==> config.mk <==
export PLATFORM = sky130hd
export DESIGN_NAME = parity_adder
export DESIGN_NICKNAME = d
export VERILOG_FILES = /design/src/rtl/pa_pkg.sv /design/src/rtl/pa_bk_carry.sv /design/src/rtl/pa_ripple_carry.sv /design/src/rtl/pa_parity_check.sv /design/src/rtl/parity_adder.sv
export SDC_FILE = /design/constraint.sdc
export NUM_CORES = 1
export LEC_CHECK = 0
export BUFFER_PORTS_ARGS = -buffer_cell sky130_fd_sc_hd__buf_2
export CAP_MARGIN = 20
export CORE_MARGIN = 2
export CORE_UTILIZATION = 50
export CTS_BUF_LIST = sky130_fd_sc_hd__clkbuf_2 sky130_fd_sc_hd__clkbuf_4 sky130_fd_sc_hd__clkbuf_8
export CTS_CLUSTER_DIAMETER = 60
export DETAILED_ROUTE_END_ITERATION = 16
export GPL_ROUTABILITY_DRIVEN = 0
export PLACE_DENSITY = 0.86
export SYNTH_ARGS = -nofsm -noshare
export SYNTH_HDL_FRONTEND = slang
export SYNTH_SLANG_ARGS = --single-unit
==> constraint.sdc <==
create_clock -name clk -period 2.8 [get_ports clk]
set_clock_uncertainty 0.15 [all_clocks]
set_input_delay 0.42 -clock clk [delete_from_list [all_inputs] [get_ports clk]]
set_output_delay 0.42 -clock clk [all_outputs]
set_load 0.02 [all_outputs]
==> src/rtl/pa_pkg.sv <==
package pa_pkg;

  // Generate/propagate pair for one prefix group.
  typedef struct packed {
    logic g;
    logic p;
  } gp_t;

  // Merge a more-significant group with the group just below it.
  function automatic gp_t gp_merge(input gp_t hi, input gp_t lo);
    gp_t r;
    r.g = hi.g | (hi.p & lo.g);
    r.p = hi.p & lo.p;
    return r;
  endfunction

endpackage

==> src/rtl/pa_bk_carry.sv <==
module pa_bk_carry
  import pa_pkg::*;
#(
  parameter int WIDTH = 4
) (
  input  logic [WIDTH-1:0] a,
  input  logic [WIDTH-1:0] b,
  input  logic             cin,
  output logic [WIDTH:0]   carry
);

  localparam int LOGW = $clog2(WIDTH);
  localparam int NSTG = 2 * LOGW - 1;

  gp_t stg [0:NSTG][0:WIDTH-1];

  // Stage 0: bit-level generate/propagate, with carry-in folded into bit 0.
  for (genvar i = 0; i < WIDTH; i++) begin : g_leaf
    if (i == 0) begin : g_lsb
      assign stg[0][i] = '{g: (a[0] & b[0]) | ((a[0] ^ b[0]) & cin), p: 1'b0};
    end else begin : g_oth
      assign stg[0][i] = '{g: a[i] & b[i], p: a[i] ^ b[i]};
    end
  end

  // Up-sweep levels, then down-sweep levels.
  for (genvar s = 0; s < NSTG; s++) begin : g_stage
    for (genvar i = 0; i < WIDTH; i++) begin : g_bit
      if (s < LOGW) begin : g_up
        localparam int D = 1 << s;
        if (((i + 1) % (2 * D)) == 0) begin : g_node
          assign stg[s+1][i] = gp_merge(stg[s][i], stg[s][i-D]);
        end else begin : g_pass
          assign stg[s+1][i] = stg[s][i];
        end
      end else begin : g_dn
        localparam int D = 1 << (NSTG - 1 - s);
        if ((((i + 1) % (2 * D)) == D) && (i >= 2 * D)) begin : g_node
          assign stg[s+1][i] = gp_merge(stg[s][i], stg[s][i-D]);
        end else begin : g_pass
          assign stg[s+1][i] = stg[s][i];
        end
      end
    end
  end

  assign carry[0] = cin;
  for (genvar i = 0; i < WIDTH; i++) begin : g_cout
    assign carry[i+1] = stg[NSTG][i].g;
  end

endmodule

==> src/rtl/pa_ripple_carry.sv <==
module pa_ripple_carry #(
  parameter int WIDTH = 4
) (
  input  logic [WIDTH-1:0] a,
  input  logic [WIDTH-1:0] b,
  input  logic             cin,
  output logic [WIDTH:0]   carry
);

  // Independent majority-form ripple; shares no gate with the prefix tree.
  assign carry[0] = cin;
  for (genvar i = 0; i < WIDTH; i++) begin : g_rip
    assign carry[i+1] = (a[i] & b[i]) | ((a[i] | b[i]) & carry[i]);
  end

endmodule

==> src/rtl/pa_parity_check.sv <==
module pa_parity_check #(
  parameter int WIDTH = 4
) (
  input  logic [WIDTH-1:0] a,
  input  logic [WIDTH-1:0] b,
  input  logic             cin,
  input  logic             a_par,
  input  logic             b_par,
  input  logic [WIDTH:0]   main_carry,
  input  logic [WIDTH:0]   red_carry,
  input  logic [WIDTH-1:0] sum,
  output logic             word_par,
  output logic             err
);

  logic in_bad;
  logic pred_sum_par;
  logic sum_bad;
  logic carry_bad;

  always_comb begin
    // Operand parity: A word includes the carry-in.
    in_bad       = (^{cin, a, a_par}) | (^{b, b_par});
    // Sum parity = par(A) ^ par(B) ^ par(c0..c(W-1)); c0 is already in a_par.
    pred_sum_par = a_par ^ b_par ^ (^red_carry[WIDTH-1:1]);
    sum_bad      = (^sum) ^ pred_sum_par;
    carry_bad    = |(main_carry[WIDTH:1] ^ red_carry[WIDTH:1]);
    word_par     = pred_sum_par ^ red_carry[WIDTH];
    err          = in_bad | sum_bad | carry_bad;
  end

endmodule

==> src/rtl/parity_adder.sv <==
module parity_adder #(
  parameter int WIDTH = 4
) (
  input  logic             clk,
  input  logic             rst_n,
  input  logic [WIDTH-1:0] op_a,
  input  logic             op_a_par,
  input  logic [WIDTH-1:0] op_b,
  input  logic             op_b_par,
  input  logic             carry_in,
  output logic [WIDTH-1:0] sum_out,
  output logic             carry_out,
  output logic             out_par,
  output logic             err_flag
);

  // Input register stage
  logic [WIDTH-1:0] a_q;
  logic [WIDTH-1:0] b_q;
  logic             cin_q;
  logic             pa_q;
  logic             pb_q;

  // Combinational result and verdict
  logic [WIDTH:0]   main_carry;
  logic [WIDTH:0]   red_carry;
  logic [WIDTH-1:0] sum_d;
  logic             word_par_d;
  logic             err_d;

  always_ff @(posedge clk or negedge rst_n) begin
    if (!rst_n) begin
      a_q   <= '0;
      b_q   <= '0;
      cin_q <= 1'b0;
      pa_q  <= 1'b0;
      pb_q  <= 1'b0;
    end else begin
      a_q   <= op_a;
      b_q   <= op_b;
      cin_q <= carry_in;
      pa_q  <= op_a_par;
      pb_q  <= op_b_par;
    end
  end

  pa_bk_carry #(.WIDTH(WIDTH)) u_bk (
    .a     (a_q),
    .b     (b_q),
    .cin   (cin_q),
    .carry (main_carry)
  );

  pa_ripple_carry #(.WIDTH(WIDTH)) u_rip (
    .a     (a_q),
    .b     (b_q),
    .cin   (cin_q),
    .carry (red_carry)
  );

  always_comb begin
    sum_d = a_q ^ b_q ^ main_carry[WIDTH-1:0];
  end

  pa_parity_check #(.WIDTH(WIDTH)) u_chk (
    .a          (a_q),
    .b          (b_q),
    .cin        (cin_q),
    .a_par      (pa_q),
    .b_par      (pb_q),
    .main_carry (main_carry),
    .red_carry  (red_carry),
    .sum        (sum_d),
    .word_par   (word_par_d),
    .err        (err_d)
  );

  // Output register stage
  always_ff @(posedge clk or negedge rst_n) begin
    if (!rst_n) begin
      sum_out   <= '0;
      carry_out <= 1'b0;
      out_par   <= 1'b0;
      err_flag  <= 1'b0;
    end else begin
      sum_out   <= sum_d;
      carry_out <= main_carry[WIDTH];
      out_par   <= word_par_d;
      err_flag  <= err_d;
    end
  end

endmodule

* Yosys cells after proc, flatten, opt, wreduce, memory -nomap -nowiden *
Index checks and enable logic that the tools add are counted.

storage, ports and cells
  output and inout port bits = 7
  register bits = 18
  input port bits = 13

cells by class
  bitwise logic cells = 41
  reductions and logical operators = 5

operator list
  cell              count
  $or 1x1->1        16
  $and 1x1->1       14
  $xor 4x4->4       3
  $xor 1x1->1       8
  $reduce_xor 6->1  1
  $reduce_xor 5->1  1
  $reduce_or 4->1   1
  $reduce_xor 4->1  1
  $reduce_xor 3->1  1

* Depth between registers and ports, before layout *
Gate-level depths: netlist of the first run.

  depth in word-level cells = 12
  gate-level depth with buffers = 10
  gate-level depth less buffers = 10

* Cells and area by module *
A second synthesis of the first run with hierarchy kept.

unflattened totals
  cell total of the unflattened synthesis = 66
  area, all modules = 957.2 µm²

modules (own cells, without submodules)
  module           cells an instance  area each (µm²)  instances
  parity_adder     22                 545.5            1
  pa_parity_check  23                 225.2            1
  pa_bk_carry      10                 96.3             1
  pa_ripple_carry  11                 90.1             1

* Least setup slack after synthesis of the first run *
Ideal clock, no wire load.

  path type = register to register
  start point = reg a_q[0]
  end point = reg err_flag
  clock period less this slack = 2.822 ns
  setup slack = -0.022 ns
  arrival time = 2.536 ns
  stages on the path, launching flop included = 11
  data required time = 2.514 ns
  setup time = 0.136 ns
  cell sequence = dfrtp_1 > fa_1 > inv_1 > fa_1 > inv_1 > fa_1 > xnor3_1 > xnor2_1 > xnor3_1 > mux2i_1 > o311ai_1

RTL lines
  what                        RTL line               text
  start, declared             parity_adder.sv:18     logic [WIDTH-1:0] a_q;
  start signal, assigned      parity_adder.sv:39     a_q <= op_a;
  $xor 1x1->1                 pa_bk_carry.sv:20      assign stg[0][i] = '{g: (a[0] & b[0]) | ((a[0] ^ b[0]) & cin), p: 1'b0};
  $and 1x1->1                 pa_bk_carry.sv:20
  $or 1x1->1 *                pa_bk_carry.sv:20
  $and 1x1->1 *               pa_pkg.sv:12           r.g = hi.g | (hi.p & lo.g);
  $or 1x1->1 *                pa_pkg.sv:12
  $xor 4x4->4 *               parity_adder.sv:62     sum_d = a_q ^ b_q ^ main_carry[WIDTH-1:0];
  net sum_d[2]                parity_adder.sv:27     logic [WIDTH-1:0] sum_d;
  $reduce_xor 4->1 *          pa_parity_check.sv:26  sum_bad = (^sum) ^ pred_sum_par;
  $xor 1x1->1 *               pa_parity_check.sv:26
  $or 1x1->1 * (2 in series)  pa_parity_check.sv:29  err = in_bad | sum_bad | carry_bad;
  net err_d                   parity_adder.sv:29     logic err_d;
  end signal, assigned        parity_adder.sv:89     err_flag <= err_d;
  end, declared               parity_adder.sv:14     output logic err_flag

The timed path passes the listed nets; every way through them passes the cells marked *.

* Worst setup path after layout of the first run *
Ends and elaborated chain as after synthesis.

==> impl_metrics.json, run 1 <==
{
  "hp-start": "op_b[1]",
  "drt_iter0_markers": 6,
  "rows": 15,
  "core_sq_um": 1730,
  "synth_area_per_cell_sq_um": 12.7,
  "cp_slowest_cell": "fa_1",
  "synth_seq_cells": 18,
  "drc": 0,
  "post-route-period-util_pct": 102,
  "syn-num-nets": 95,
  "cts_root_buf": "clkbuf_4",
  "vias": 573,
  "path_cells": "fa_2 -> inv_2 -> fa_2 -> inv_2 -> fa_1 -> xnor3_1 -> xnor2_1 -> xnor3_1 -> mux2i_1 -> o311ai_1",
  "worstHoldEndpoint": "b_q[1]",
  "instances_no_fill": 126,
  "outcome": "complete, but fails checks",
  "holdPathStages": 1,
  "worst_slew_pin_slew_ps": 525,
  "drt-wirelength-per-cell_microns": 10.6,
  "cts_tree": "yes",
  "portBuffers": 19,
  "final_core_util_pct": 65.4,
  "ir_drop_v": 0.000287,
  "clkLatencyLatePin_ps": 290,
  "nets": 125,
  "drive_above_1_share_pct": 33.7,
  "maxSlewViolCount": 0,
  "antenna_found_initial": 0,
  "worst_ep_arrival_time_ps": 2870,
  "synthCells": 73,
  "p_leak_uw": 0.000554,
  "dp_slack_ps": -88.0,
  "critPathRequiredTime_ps": 2810,
  "criticalPathCategory": "reg2reg",
  "grt_overflow_total": 0,
  "ant_nets": 0,
  "die_w_microns": 47.1,
  "fmax_mhz": 349,
  "fin_crit_ps": 2870,
  "antenna_cells": 0,
  "grt_pass1_wl_microns": 2300,
  "maxCapViolations": 0,
  "met2_length_microns": 683,
  "htreeDepth": 1,
  "die_h_microns": 47.1,
  "grt.total_usage_pct": 15.3,
  "hpwl_microns": 1090,
  "netlist_area_sq_um": 927,
  "slew_headroom_pct": 64.7,
  "switching_power_uw": 177,
  "hold_violations": 0,
  "dr.pass1.iters": 4,
  "netlist.area_leader.share_pct": 48.6,
  "cts.sinks": 18,
  "cts_made_buffers": 3,
  "setup_viol": 1,
  "place_inst": 118,
  "grt_max_degree": 19,
  "top_layer_used": "met4",
  "layout_common_cells": "19 x buf_2, 18 x dfrtp_1, 12 x xnor2_1",
  "clock_power_share_pct": 19.8,
  "start_util_pct": 53.7,
  "clk_pin_slew_ps": 90,
  "fin_ws_ps": -66.4,
  "yosysWarnings": 0,
  "clockBufferDepth": 2,
  "crit_path_start_kind": "flop",
  "worstReg2RegStart": "a_q[0]",
  "hold_path.class": "in2reg",
  "pwr-share-comb_pct": 31.8,
  "slowest_delay_ps": 500,
  "powerDensity_nw_per_um2": 542,
  "seq_area_frac_synth_pct": 48.6,
  "grt_pass1_vias": 594,
  "met3RoutedLength_microns": 72,
  "synth_top_area_cell": "dfrtp_1",
  "timing.hold.ws_ps": 82.0,
  "rsz0062_at_grt": "yes",
  "reg2reg_slack_ps": -70,
  "p_seq_share_pct": 48.4,
  "crit_path_end_kind": "flop",
  "fill_cells": 143,
  "synthTopCellsByArea": "dfrtp_1 49%, xnor2_1 11%, ha_1 8.1%",
  "drt-vias-per-instance": 4.55,
  "yosysUniqueCellTypes": 21,
  "worst_r2r_endpoint": "err_flag",
  "reg2reg_depth": 10,
  "crit_fanout": 2,
  "wl_microns": 1330,
  "dieArea_sq_um": 2210,
  "boundaryPins": 20,
  "switching_share_pct": 29.0,
  "wl_met1_microns": 549,
  "p_int_uw": 435,
  "layout_commonest_cell": "buf_2",
  "area_growth_pct": 21.7,
  "violations": "negative setup slack"
}
-- per-layer routing --
layer  track usage (%)  vias to the layer above
met1              16.8                      262
met4              5.00                        0
met3              3.46                        3
met5                 0                        -
li1                  -                      288
met2              28.8                       20
-- synth_stat cells --
master / n
dfrtp_1: 18
xnor2_1: 12
inv_1: 11
ha_1: 6
fa_1: 3
a21oi_1: 2
nor2_1: 2
nor2b_1: 2
nor3_1: 2
nor3b_1: 2
xnor3_1: 2
xor2_1: 2
a211o_2: 1
a21oi_2: 1
and3b_1: 1
mux2i_1: 1
nand2_1: 1
nand2b_1: 1
o21ai_0: 1
o311ai_1: 1
xor2_2: 1
-- power groups by stage --
| stage | clock, uW | sequential, uW | combinational [uW] |
|---|---|---|---|
| global placement | 0 | 301 | 182 |
| global route | 141 | 300 | 215 |
| finish | 121 | 296 | 195 |
| CTS | 127 | 296 | 196 |
| floorplan | 0 | 324 | 119 |
| detailed placement | 0 | 302 | 189 |
-- flip-flops by register name, summed over array words and instances, names as in the netlist --
signal and flops:
err_flag 1, a_q 4, b_q 4, pb_q 1, sum_out 4, pa_q 1
cin_q 1, out_par 1, carry_out 1
-- stage by stage --
step | total power [uW] | instance area, sq um | TNS (ps)
floorplan | 443 | 930 | 0
global placement | 483 | 1060 | 0
detailed placement | 491 | 1060 | -88.0
CTS | 620 | 1130 | -61.9
global route | 656 | 1130 | -188
finish | 612 | 1130 | -66.4
-- timing repair --
item,4_1_cts,5_1_grt
setup endpoints to repair,1,1
pin swaps,2,2
gates resized for setup,2,0
buffers inserted,4,0
hold endpoints to repair,18,0
hold buffers,1,0
-- area by class of cell --
| cell class | count | area (sq um) | area share (%) |
|---|---|---|---|
| Timing Repair Buffer | 25 | 143 | 12.6 |
| Multi-Input combinational cell | 44 | 440 | 39.0 |
| Tap cell | 25 | 31.3 | 2.77 |
| Sequential cell | 18 | 450 | 39.9 |
| Clock buffer | 3 | 22.5 | 2.00 |
| Inverter | 11 | 41.3 | 3.66 |
-- logic make-up after synthesis --
group	share of synthesized area, %
flops	48.6
fa+ha+maj	14.6
mux	1.08
compound gates	4.59
buf+inv	4.45
simple gates	6.88
xor+xnor	19.8
-- how the worst max path moves through the flow --
stage / to / cells after the start / startpoint / slack [ps]
6_report: err_flag / 10 / a_q[0] / -70
5_1_grt: err_flag / 10 / a_q[0] / -190
4_1_cts: err_flag / 10 / cin_q / -60
3_5_place_dp: err_flag / 10 / a_q[0] / -90
3_3_place_gp: err_flag / 10 / a_q[0] / 30
2_1_floorplan: err_flag / 10 / a_q[0] / 60
-- worst max-delay path, delay by kind of cell (launching register included) --
family | cells | cell delay (ps)
AO/OA/AOI/OAI | 1 | 120
flip-flops | 1 | 420
adder cells (fa/ha/maj) | 3 | 1100
buffers and inverters | 2 | 130
XOR/XNOR | 3 | 670
multiplexers | 1 | 150
No activity file was read; power rests on OpenSTA's default activity.
==> inputs of run 2 (changes only) <==
--- a/config.mk
+++ b/config.mk
@@ -6,14 +6,16 @@
 export NUM_CORES = 1
 export LEC_CHECK = 0
 export BUFFER_PORTS_ARGS = -buffer_cell sky130_fd_sc_hd__buf_2
-export CAP_MARGIN = 20
+export CAP_MARGIN = 15
 export CORE_MARGIN = 2
 export CORE_UTILIZATION = 50
 export CTS_BUF_LIST = sky130_fd_sc_hd__clkbuf_2 sky130_fd_sc_hd__clkbuf_4 sky130_fd_sc_hd__clkbuf_8
 export CTS_CLUSTER_DIAMETER = 60
 export DETAILED_ROUTE_END_ITERATION = 16
 export GPL_ROUTABILITY_DRIVEN = 0
+export MAX_ROUTING_LAYER = met4
 export PLACE_DENSITY = 0.86
 export SYNTH_ARGS = -nofsm -noshare
 export SYNTH_HDL_FRONTEND = slang
+export SYNTH_HIERARCHICAL = 1
 export SYNTH_SLANG_ARGS = --single-unit
==> impl_metrics.json, run 2 <==
{
  "outcome": "complete, no violations",
  "nets": 106,
  "hp-start": "op_b[0]",
  "wl_microns": 1540,
  "crit_fanout": 6,
  "portBuffers": 19,
  "die_h_microns": 47.6,
  "cts_root_buf": "clkbuf_4",
  "cp_top_family": "XOR/XNOR gates",
  "slew_headroom_pct": 74.1,
  "antenna_cells": 0,
  "layout_commonest_cell": "buf_2",
  "hold_violations": 0,
  "clkLatencyLatePin_ps": 300,
  "criticalPathCategory": "reg2reg",
  "clockBufferDepth": 2,
  "hold_path.class": "in2reg",
  "worstReg2RegStart": "a_q[0]",
  "yosysWarnings": 6,
  "clk_pin_slew_ps": 100,
  "powerDensity_nw_per_um2": 613,
  "path_buf_inv": 0,
  "drc": 0,
  "setup_tns_ps": 0,
  "vias": 568,
  "fmax_mhz": 391,
  "dr.pass1.iters": 4,
  "path_cells": "ha_1 -> a21o_1 -> a21o_1 -> a21o_1 -> xor3_1 -> xnor2_1 -> xnor2_1 -> xnor2_1 -> nand4_1",
  "netlist_area_sq_um": 950,
  "drt_iter0_markers": 1,
  "cp_slowest_cell": "dfrtp_1",
  "instances_no_fill": 113,
  "boundaryPins": 20,
  "postCtsResizedCells": 0,
  "worst_ep_arrival_time_ps": 2590,
  "synthCells": 65,
  "cts_tree": "yes",
  "post-route-period-util_pct": 91.4,
  "clock_power_share_pct": 22.9,
  "pwr-share-comb_pct": 32.1,
  "antenna_found_initial": 0,
  "area_growth_pct": 17.4,
  "slowest_delay_ps": 480,
  "die_w_microns": 47.6,
  "reg.largest.list": "a_q (4), b_q (4), sum_out (4)",
  "p_int_uw": 480,
  "timing.hold.ws_ps": 70.1,
  "syn-num-nets": 82,
  "cts_made_buffers": 3,
  "grt_overflow_total": 0,
  "p_seq_share_pct": 45.0,
  "drt-wirelength-per-cell_microns": 13.7,
  "crit_path_end_kind": "flop",
  "layout_common_cells": "19 x buf_2, 18 x dfrtp_1, 13 x xnor2_1",
  "drive_above_1_share_pct": 31.8,
  "start_util_pct": 53.8,
  "worst_slew_pin_slew_ps": 388,
  "switching_share_pct": 29.7,
  "maxCapViolations": 0,
  "setup_viol": 0,
  "worstHoldEndpoint": "b_q[0]",
  "grt_max_degree": 19,
  "cts.sinks": 18,
  "p_leak_uw": 0.000542,
  "hold_buffers": 1,
  "htreeDepth": 1,
  "maxSlewViolCount": 0,
  "reg2reg_slack_ps": 240,
  "synth_area_per_cell_sq_um": 14.6,
  "core_sq_um": 1760,
  "rsz0062_at_grt": "no",
  "dieArea_sq_um": 2260,
  "grt.total_usage_pct": 17.3,
  "ir_drop_v": 0.000401,
  "grt_pass1_wl_microns": 2390,
  "worst_r2r_endpoint": "err_flag",
  "reg2reg_depth": 9,
  "rows": 15,
  "place_inst": 108,
  "fin_crit_ps": 2560,
  "holdPathStages": 1,
  "critPathRequiredTime_ps": 2830,
  "grt_pass1_vias": 543,
  "drt-vias-per-instance": 5.03,
  "ant_nets": 0,
  "switching_power_uw": 203,
  "cts_setup_buffers": 0,
  "crit_path_start_kind": "flop"
}
run 2: routing by layer:
layer / vias to the layer above / global-route usage, % / share of wire [%]
met5: - / - / 0
met4: 0 / 6.49 / 1.6
met3: 4 / 7.92 / 5.4
met2: 14 / 27.6 / 50
met1: 275 / 18.9 / 43
li1: 275 / - / -
run 2: area by class of cell:
class / count / area [sq um]
timing repair buffer: 20 / 105
fill: 156 / 649
tap: 25 / 31.3
sequential: 18 / 450
clock buffer: 4 / 36.3
multi-input combinational: 46 / 492
run 2: worst max-delay path by stage:
stage | start | end | slack [ps] | cells after the start
4_1_cts | a_q[0] | err_flag | 230 | 9
2_1_floorplan | a_q[0] | err_flag | 430 | 9
5_1_grt | a_q[0] | err_flag | 140 | 9
3_5_place_dp | a_q[0] | err_flag | 260 | 9
6_report | a_q[0] | err_flag | 240 | 9
3_3_place_gp | a_q[0] | err_flag | 300 | 9
run 2: power groups by stage:
| stage | logic, uW | clock network [uW] | registers [uW] |
|---|---|---|---|
| after floorplan | 141 | 0 | 337 |
| after global placement | 215 | 0 | 311 |
| after detailed placement | 220 | 0 | 312 |
| after CTS | 221 | 162 | 307 |
| after global routing | 239 | 180 | 311 |
| final | 219 | 156 | 307 |
run 2: worst register-to-register path: stages (launching register included):
cell     delay (ps)
dfrtp_1         480
ha_1            320
a21o_1          190
a21o_1          230
a21o_1          220
xor3_1          210
xnor2_1         150
xnor2_1         240
xnor2_1         150
nand4_1          90
run 2: metrics by stage:
stage / cell area, sq um / utilization [%] / power [uW] / setup slack (ps)
final: 1110 / 63.2 / 683 / 240
after global routing: 1110 / 63.2 / 729 / 140
after CTS: 1110 / 63.2 / 690 / 232
after detailed placement: 1070 / 60.6 / 531 / 257
after global placement: 1070 / 60.6 / 526 / 296
after floorplan: 950 / - / 478 / 426
==> inputs of run 3 (changes only) <==
--- a/config.mk
+++ b/config.mk
@@ -15,6 +15,7 @@
 export GPL_ROUTABILITY_DRIVEN = 0
 export MAX_ROUTING_LAYER = met4
 export PLACE_DENSITY = 0.86
+export RECOVER_POWER = 100
 export SYNTH_ARGS = -nofsm -noshare
 export SYNTH_HDL_FRONTEND = slang
 export SYNTH_HIERARCHICAL = 1
==> impl_metrics.json, run 3 (synthesis results as in run 2) <==
{
  "outcome": "complete, no violations",
  "cts_tree": "yes",
  "crit_fanout": 6,
  "reg.largest.list": "a_q (4), b_q (4), sum_out (4)",
  "clockBufferDepth": 2,
  "layout_commonest_cell": "dfrtp_1",
  "crit_path_start_kind": "flop",
  "hold_path.class": "in2reg",
  "worst_r2r_endpoint": "err_flag",
  "antenna_cells": 0,
  "fin_crit_ps": 2550,
  "drt_iter0_markers": 2,
  "cts_setup_buffers": 0,
  "instances_no_fill": 113,
  "maxSlewViolCount": 0,
  "cts_made_buffers": 3,
  "core_sq_um": 1760,
  "ant_nets": 0,
  "drt-wirelength-per-cell_microns": 13.7,
  "grt_pass1_wl_microns": 2390,
  "post-route-period-util_pct": 91.1,
  "layout_common_cells": "18 x dfrtp_1, 14 x xnor2_1, 11 x buf_2",
  "grt_pass1_vias": 543,
  "dr.pass1.iters": 4,
  "pwr-share-comb_pct": 31.0,
  "setup_tns_ps": 0,
  "p_int_uw": 470,
  "drt-vias-per-instance": 5.00,
  "cts.sinks": 18,
  "grt.total_usage_pct": 17.3,
  "p_leak_uw": 0.000515,
  "fmax_mhz": 392,
  "start_util_pct": 53.8,
  "drc": 0,
  "worstHoldEndpoint": "b_q[0]",
  "hold_violations": 0,
  "worstReg2RegStart": "a_q[0]",
  "dp_slack_ps": 257,
  "crit_path_end_kind": "flop",
  "die_w_microns": 47.6,
  "nets": 106,
  "reg2reg_depth": 9,
  "dieArea_sq_um": 2260,
  "postCtsResizedCells": 0,
  "fin_ws_ps": 248,
  "grt_max_degree": 19,
  "clkLatencyLatePin_ps": 290,
  "die_h_microns": 47.6,
  "switching_power_uw": 201,
  "place_inst": 108,
  "drive_above_1_share_pct": 21.6,
  "clk_pin_slew_ps": 100,
  "criticalPathCategory": "reg2reg",
  "powerDensity_nw_per_um2": 612,
  "slew_headroom_pct": 38.6,
  "ir_drop_v": 0.000397,
  "final_core_util_pct": 62.2,
  "vias": 565,
  "holdPathStages": 1,
  "maxCapViolations": 0,
  "wl_microns": 1540,
  "boundaryPins": 20,
  "critPathRequiredTime_ps": 2830,
  "rsz0062_at_grt": "no",
  "reg2reg_slack_ps": 250,
  "setup_viol": 0,
  "htreeDepth": 1,
  "grt_overflow_total": 0,
  "cts_root_buf": "clkbuf_4",
  "p_seq_share_pct": 45.9,
  "area_growth_pct": 15.5,
  "clock_power_share_pct": 23.2,
  "antenna_found_initial": 0,
  "rows": 15,
  "worst_slew_pin_slew_ps": 921,
  "hp-start": "op_b[0]",
  "fill_cells": 162,
  "switching_share_pct": 29.9,
  "portBuffers": 19,
  "worst_ep_arrival_time_ps": 2580
}
## run 3: cell count changes in the layout (fill, tap and decap cells not counted), sizes merged
cell	previous run	this run
buf	19	11
clkbuf	4	12
## run 3: power groups by stage
| stage | Sequential (uW) | Combinational [uW] | Clock (uW) |
|---|---|---|---|
| 2_1_floorplan | 337 | 141 | 0 |
| 3_3_place_gp | 311 | 215 | 0 |
| 3_5_place_dp | 312 | 220 | 0 |
| 4_1_cts | 307 | 221 | 162 |
| 5_1_grt | 312 | 227 | 180 |
| 6_report | 308 | 208 | 156 |
## run 3: how the worst max path moves through the flow
stage                     startpoint  endpoint
after floorplan               a_q[0]  err_flag
after global placement        a_q[0]  err_flag
after detailed placement      a_q[0]  err_flag
after CTS                     a_q[0]  err_flag
after global routing          a_q[0]  err_flag
final                         a_q[0]  err_flag
## run 3: what timing repair did
| action | 4_1_cts | 5_1_grt |
|---|---|---|
| endpoints found under the setup margin | 0 | 0 |
| endpoints found under the hold margin | 18 | 0 |
| hold buffers | 1 | 0 |
## run 3: layout make-up
cell class,count,area [sq um],share of cell area (%)
multi-input cells,46,484,44.1
flip-flops and latches,18,450,41.0
well taps,25,31.3,2.85
repair buffers,20,95.1,8.67
clock buffers,4,36.3,3.31
## run 3: metal layers
| metal | track usage (%) | wire length [microns] | vias up |
|---|---|---|---|
| met5 | - | 0 | - |
| met4 | 6.49 | 24 | 0 |
| met3 | 7.92 | 84 | 4 |
| met2 | 27.6 | 766 | 14 |
| met1 | 18.9 | 668 | 273 |
| li1 | - | - | 274 |
## run 3: through the flow
stage | instance area [sq um] | total power [uW] | hold slack (ps)
floorplan | 950 | 478 | -25.6
global placement | 1070 | 526 | 211
detailed placement | 1070 | 531 | 219
CTS | 1110 | 690 | 63.3
global route | 1100 | 718 | 43.3
finish | 1100 | 671 | 71.8
## run 3: critical path, stage by stage, from the launching register on
cell	delay (ps)
dfrtp_1	480
ha_1	320
a21o_1	190
a21o_1	230
a21o_1	220
xor3_1	210
xnor2_1	150
xnor2_1	230
xnor2_1	150
nand4_1	90
